### src/rtl/mpwake_pkg.sv
package mpwake_pkg;

  typedef enum logic [2:0] {
    ST_IDLE,
    ST_START,
    ST_DATA,
    ST_MPB,
    ST_STOP
  } rxState_e;

  // strobes from the bit timing control to the datapath
  typedef struct packed {
    logic shiftIn;    // bitVal is the next data bit
    logic mpCapture;  // bitVal is the multiprocessor bit
    logic frameEnd;   // bitVal is the stop bit, frame complete
    logic bitVal;     // line value sampled this cycle
  } rxStrobe_t;

endpackage

### src/rtl/mpwake_rx_ctrl.sv
module mpwake_rx_ctrl
  import mpwake_pkg::*;
#(
  parameter int DATA_W = 8,
  parameter int OVS    = 16
) (
  input  logic      clk,
  input  logic      rstN,
  input  logic      rxLine,
  input  logic      ovsTick,
  input  logic      rxEn,
  input  logic      mpMode,
  output rxStrobe_t stb
);

  localparam int TW = (OVS > 1) ? $clog2(OVS) : 1;
  localparam int BW = (DATA_W > 1) ? $clog2(DATA_W) : 1;
  localparam logic [TW-1:0] MID_CNT  = TW'(OVS / 2 - 1);
  localparam logic [TW-1:0] LAST_CNT = TW'(OVS - 1);
  localparam logic [BW-1:0] LAST_BIT = BW'(DATA_W - 1);

  rxState_e        state, stateNxt;
  logic [TW-1:0]   tickCnt, tickCntNxt;
  logic [BW-1:0]   bitCnt, bitCntNxt;
  logic            atMid, atEnd;

  assign atMid = (tickCnt == MID_CNT);
  assign atEnd = (tickCnt == LAST_CNT);

  always_comb begin
    stateNxt   = state;
    tickCntNxt = tickCnt;
    bitCntNxt  = bitCnt;
    stb        = '0;
    stb.bitVal = rxLine;
    if (!rxEn) begin
      stateNxt   = ST_IDLE;
      tickCntNxt = '0;
      bitCntNxt  = '0;
    end else if (ovsTick) begin
      unique case (state)
        ST_IDLE: begin
          if (!rxLine) begin
            stateNxt   = ST_START;
            tickCntNxt = '0;
          end
        end
        ST_START: begin
          if (atMid) begin
            tickCntNxt = '0;
            bitCntNxt  = '0;
            stateNxt   = rxLine ? ST_IDLE : ST_DATA;
          end else begin
            tickCntNxt = tickCnt + 1'b1;
          end
        end
        ST_DATA: begin
          if (atEnd) begin
            stb.shiftIn = 1'b1;
            tickCntNxt  = '0;
            if (bitCnt == LAST_BIT) begin
              stateNxt = mpMode ? ST_MPB : ST_STOP;
            end else begin
              bitCntNxt = bitCnt + 1'b1;
            end
          end else begin
            tickCntNxt = tickCnt + 1'b1;
          end
        end
        ST_MPB: begin
          if (atEnd) begin
            stb.mpCapture = 1'b1;
            tickCntNxt    = '0;
            stateNxt      = ST_STOP;
          end else begin
            tickCntNxt = tickCnt + 1'b1;
          end
        end
        ST_STOP: begin
          if (atEnd) begin
            stb.frameEnd = 1'b1;
            tickCntNxt   = '0;
            stateNxt     = ST_IDLE;
          end else begin
            tickCntNxt = tickCnt + 1'b1;
          end
        end
        default: stateNxt = ST_IDLE;
      endcase
    end
  end

  always_ff @(posedge clk or negedge rstN) begin
    if (!rstN) begin
      state   <= ST_IDLE;
      tickCnt <= '0;
      bitCnt  <= '0;
    end else begin
      state   <= stateNxt;
      tickCnt <= tickCntNxt;
      bitCnt  <= bitCntNxt;
    end
  end

endmodule

### src/rtl/mpwake_rx_dp.sv
module mpwake_rx_dp
  import mpwake_pkg::*;
#(
  parameter int DATA_W = 8
) (
  input  logic              clk,
  input  logic              rstN,
  input  rxStrobe_t         stb,
  input  logic              mpMode,
  input  logic              wakeArmSet,
  input  logic              rxIntEn,
  input  logic              errIntEn,
  input  logic              fullClr,
  input  logic              errClr,
  output logic [DATA_W-1:0] rxData,
  output logic              dataFull,
  output logic              frameErr,
  output logic              overrun,
  output logic              mpBitFlag,
  output logic              wakeArmed,
  output logic              rxIrq,
  output logic              errIrq
);

  logic [DATA_W-1:0] shiftReg;
  logic              mpShadow;
  logic              filterOn;
  logic              mpNow;
  logic              accept;
  logic              wakeHit;

  assign filterOn = wakeArmed & mpMode;
  assign mpNow    = mpMode & mpShadow;
  assign accept   = stb.frameEnd & (~filterOn | mpNow);
  assign wakeHit  = accept & filterOn;

  always_ff @(posedge clk or negedge rstN) begin
    if (!rstN) begin
      shiftReg <= '0;
      mpShadow <= 1'b0;
    end else begin
      if (stb.shiftIn)   shiftReg <= {stb.bitVal, shiftReg[DATA_W-1:1]};
      if (stb.mpCapture) mpShadow <= stb.bitVal;
    end
  end

  always_ff @(posedge clk or negedge rstN) begin
    if (!rstN) begin
      rxData    <= '0;
      dataFull  <= 1'b0;
      frameErr  <= 1'b0;
      overrun   <= 1'b0;
      mpBitFlag <= 1'b0;
    end else begin
      if (fullClr) dataFull <= 1'b0;
      if (errClr) begin
        frameErr <= 1'b0;
        overrun  <= 1'b0;
      end
      if (accept) begin
        if (mpMode) mpBitFlag <= mpNow;
        if (dataFull) begin
          overrun <= 1'b1;
        end else begin
          rxData   <= shiftReg;
          dataFull <= 1'b1;
        end
        if (!stb.bitVal) frameErr <= 1'b1;
      end
    end
  end

  always_ff @(posedge clk or negedge rstN) begin
    if (!rstN) begin
      wakeArmed <= 1'b0;
    end else if (wakeArmSet) begin
      wakeArmed <= 1'b1;
    end else if (wakeHit) begin
      wakeArmed <= 1'b0;
    end
  end

  assign rxIrq  = rxIntEn & dataFull & ~filterOn;
  assign errIrq = errIntEn & (frameErr | overrun) & ~filterOn;

endmodule

### src/rtl/mpwake_uart_rx.sv
module mpwake_uart_rx
  import mpwake_pkg::*;
#(
  parameter int DATA_W = 8,
  parameter int OVS    = 16
) (
  input  logic              clk,
  input  logic              rstN,
  input  logic              rxLine,
  input  logic              ovsTick,
  input  logic              rxEn,
  input  logic              mpMode,
  input  logic              wakeArmSet,
  input  logic              rxIntEn,
  input  logic              errIntEn,
  input  logic              fullClr,
  input  logic              errClr,
  output logic [DATA_W-1:0] rxData,
  output logic              dataFull,
  output logic              frameErr,
  output logic              overrun,
  output logic              mpBitFlag,
  output logic              wakeArmed,
  output logic              rxIrq,
  output logic              errIrq
);

  rxStrobe_t stb;

  mpwake_rx_ctrl #(.DATA_W(DATA_W), .OVS(OVS)) u_ctrl (
    .clk(clk), .rstN(rstN), .rxLine(rxLine), .ovsTick(ovsTick),
    .rxEn(rxEn), .mpMode(mpMode), .stb(stb)
  );

  mpwake_rx_dp #(.DATA_W(DATA_W)) u_dp (
    .clk(clk), .rstN(rstN), .stb(stb), .mpMode(mpMode),
    .wakeArmSet(wakeArmSet), .rxIntEn(rxIntEn), .errIntEn(errIntEn),
    .fullClr(fullClr), .errClr(errClr), .rxData(rxData),
    .dataFull(dataFull), .frameErr(frameErr), .overrun(overrun),
    .mpBitFlag(mpBitFlag), .wakeArmed(wakeArmed), .rxIrq(rxIrq),
    .errIrq(errIrq)
  );

endmodule

### config.mk
export PLATFORM = sky130hd
export DESIGN_NAME = mpwake_uart_rx
export DESIGN_NICKNAME = d
export VERILOG_FILES = /design/src/rtl/mpwake_pkg.sv /design/src/rtl/mpwake_rx_ctrl.sv /design/src/rtl/mpwake_rx_dp.sv /design/src/rtl/mpwake_uart_rx.sv
export SDC_FILE = /design/constraint.sdc
export NUM_CORES = 1
export LEC_CHECK = 0
export CAP_MARGIN = 20
export CORE_UTILIZATION = 40
export CTS_CLUSTER_SIZE = 24
export DETAILED_ROUTE_END_ITERATION = 16
export PLACE_DENSITY = 0.76
export SLEW_MARGIN = 20
export SYNTH_ARGS = -nofsm -noshare
export SYNTH_HDL_FRONTEND = slang
export SYNTH_SLANG_ARGS = --single-unit
### constraint.sdc
create_clock -name clk -period 2.2 [get_ports clk]
set_clock_uncertainty 0.15 [all_clocks]
set_input_delay 0.44 -clock clk [delete_from_list [all_inputs] [get_ports clk]]
set_output_delay 0.44 -clock clk [all_outputs]
set_load 0.01 [all_outputs]
==> metrics.md <==
| Metric | Value |
|---|---|
| Worst-Margin Slew | `399 ps` |
| EDFF count, synth | `0` |
| DRT antenna net count | `0` |
| Ports | `26` |
| Psw | `between 200 and 300 uW` |
| # hold bufs at CTS | `0` |
| First-pass GRT wire length | `6470 um` |
| CP Max Fanout | `5` |
| CTS tree | `done` |
| Peak supply drop | `between 300 and 400 uV` |
| Max-cap violations | `0` |
| Leak | `~0.001 uW` |
| Worst slew margin | `0.734` |
| Critical path endpoint category | `flip-flop` |
| Sequential area share after synthesis | `0.489` |
| Drt via density | `5.49` |
| Cell count after synthesis | `148` |
| Via Count | `roughly 1300` |
| Status | `finished clean` |
| Yosys cell types | `40` |
| DRC Markers | `0` |
| Clk_lat worst skew | `~290 ps` |
| Final Hold Viols | `0` |
| FFs w/ async S/R, synth | `1.00` |
| Sequential power share | `0.501` |
| RSZ-0062 raised after global routing | `no` |
| # port buffers | `25` |
| Routed WL | `~3800 um` |
| Commonest non-fill, non-tap cell in the layout | `dfrtp_1` |
| Period minus WS final | `2100 ps` |
| Commonest cells after routing, fill and taps aside | `dfrtp_1 (32), clkdlybuf4s50_1 (22), mux2_2 (18), buf_4 (18), nand2_1 (11)` |
| Logic pwr share | `0.103` |
| Largest net degree at the start of global routing | `33` |
| FF+latch count, synth | `32` |
| Net Sw Frac | `0.238` |
| Core area | `between 0.003 and 0.004 mm^2` |
| Number of global-route vias before repair | `approximately 1400` |
| Synth Cell Area | `~0.0016 mm^2` |
| Nets | `about 210` |
| Die height | `66.0 um` |
| Longest Clk Path Bufs | `2` |
| Area delta synth->final | `32.7%` |
| Crit Path Class | `reg -> reg` |
| Clock transition at path regs | `around 70 ps` |
| Gr ovfl total | `0` |
| Power Dens Cells | `~550 mW/mm^2` |
| Pint | `906 uW` |
| Placed cell count | `~230` |
| CP arrival | `roughly 2100 ps` |
| Die width | `roughly 66 um` |
| HPWL after detailed placement | `approximately 2800 um` |
| H-tree depth | `2` |
| Num CTS Buffers | `5` |
| Routed length per instance | `15.8 um` |
| Global Route Usage Sum | `0.205` |
| # diodes | `0` |
| Yosys warning count | `0` |
| Floorplan row count | `22` |
| Die Area | `roughly 0.0044 mm^2` |
| Slew Limit Fails | `0` |
| Root Buffer | `clkbuf_8` |
| Clock power frac | `0.395` |
| Fin crit share | `0.954` |
| CP required | `2220 ps` |
| Max Freq | `477 MHz` |
| DR pass1 iterations | `4` |
| Setup violations, final | `0` |
| Setup crit start kind | `flip-flop` |
| Share of cells above drive strength 1 | `0.260` |
| Synth Net Count | `around 160` |
| Initial antenna violation count | `0` |
| DRT iter0 DRCs | `100` |
| Post-synth top flop | `dfrtp_1` |
| Starting Density | `0.431` |
| Clock sink total | `32` |
| Placer Congestion | `a little over 0.8` |
| Worst min path class | `reg -> reg` |
| Final cell count without fillers | `around 240` |
| Post-Syn Area per Cell | `roughly 11 um^2` |
| Hold Slack | `approximately 360 ps` |
==> synthesized netlist by cell type, drive strengths merged, types with 4 or more instances <==
master	count	share of area
nand2	11	0.025
nor2	7	0.026
inv	6	0.014
mux2	18	0.12
clkbuf	4	0.0092
dfrtp	32	0.49
a21oi	4	0.012
nor2b	4	0.015
nand3	5	0.015
o21ai	7	0.021
a31oi	4	0.019
nand4	4	0.019
==> flip-flops by register name (all words and copies together) (netlist names) <==
| register | cells |
|---|---|
| u_dp.dataFull | 1 |
| u_dp.mpShadow | 1 |
| u_dp.mpBitFlag | 1 |
| u_ctrl.bitCnt | 3 |
| u_ctrl.state | 3 |
| u_dp.wakeArmed | 1 |
| u_dp.overrun | 1 |
| u_dp.rxData | 8 |
| u_dp.frameErr | 1 |
| u_dp.shiftReg | 8 |
| u_ctrl.tickCnt | 4 |
==> routing by layer <==
| layer | global-route usage | part of all wire | up-vias |
|---|---|---|---|
| met5 | 0 | 0 | - |
| li1 | - | - | 647 |
| met1 | 0.224 | 0.42 | 653 |
| met3 | 0.0517 | 0.038 | 6 |
| met2 | 0.374 | 0.53 | 34 |
| met4 | 0.0798 | 0.015 | 0 |
==> layout make-up <==
type                            instances  area [um^2]
Clock buffer                            7         86.3
Multi-Input combinational cell        107          811
Sequential cell                        32          801
Fill cell                             337         1630
Inverter                                6         22.5
Tap cell                               48         60.1
Timing Repair Buffer                   43          385
Clock inverter                          1         7.51
==> cell families (layout without fill, tap and decap cells) <==
group | Yosys count | count (layout) | synth area share
fa+ha+maj | 3 | 3 | 0.0229
compound gates | 33 | 33 | 0.141
flops | 32 | 32 | 0.489
buf+inv | 10 | 57 | 0.0229
simple gates | 50 | 51 | 0.188
mux | 20 | 20 | 0.136
==> critical path: stages, from the launching register on <==
cell	delay, ps
dfrtp_1	380
or2_2	320
or4_4	610
nor2_8	170
mux2_2	350
==> timing repair <==
action / 4_1_cts / 5_1_grt
pin swaps: 0 / 4
buffers inserted: 0 / 1
gates resized for setup: 2 / 2
cloned: 0 / 1
setup endpoints to repair: 2 / 10
==> through the flow <==
stage          setup TNS [ps]  total power, uW  setup slack [ps]  instance area (um^2)   util
6_report                    0             1190               102                  2170  0.572
5_1_grt                     0             1250              19.9                  2170  0.572
4_1_cts                     0             1200             0.796                  2150  0.567
3_5_place_dp            -3090              727              -299                  2060  0.542
3_3_place_gp            -2710              724              -267                  2060  0.542
2_1_floorplan               0              661               101                  1640      -
==> worst paths after layout <==
kind	startpoint	endpoint	slack [ps]	cells after the start
max in group asynchronous	rstN	u_dp.rxData[1]$_DFFE_PN0P_	1210	2
worst max-delay path	u_ctrl.state[1]$_DFFE_PN0P_	u_dp.rxData[0]$_DFFE_PN0P_	100	4
worst min-delay path	u_dp.shiftReg[0]$_DFFE_PN0P_	u_dp.shiftReg[0]$_DFFE_PN0P_	360	1
worst max register to register	u_ctrl.state[1]$_DFFE_PN0P_	u_dp.rxData[0]$_DFFE_PN0P_	100	4
worst min register to register	u_dp.shiftReg[0]$_DFFE_PN0P_	u_dp.shiftReg[0]$_DFFE_PN0P_	360	1
min in group asynchronous	rstN	u_ctrl.bitCnt[2]$_DFFE_PN0P_	400	2
==> power by group through the flow <==
stage / registers [uW] / clock network, uW / logic (uW)
after floorplan: 609 / 0 / 52.2
after global placement: 607 / 0 / 116
after detailed placement: 608 / 0 / 119
after CTS: 597 / 482 / 120
after global routing: 596 / 517 / 135
final: 596 / 470 / 123
Power figures use the tool's default switching activity.
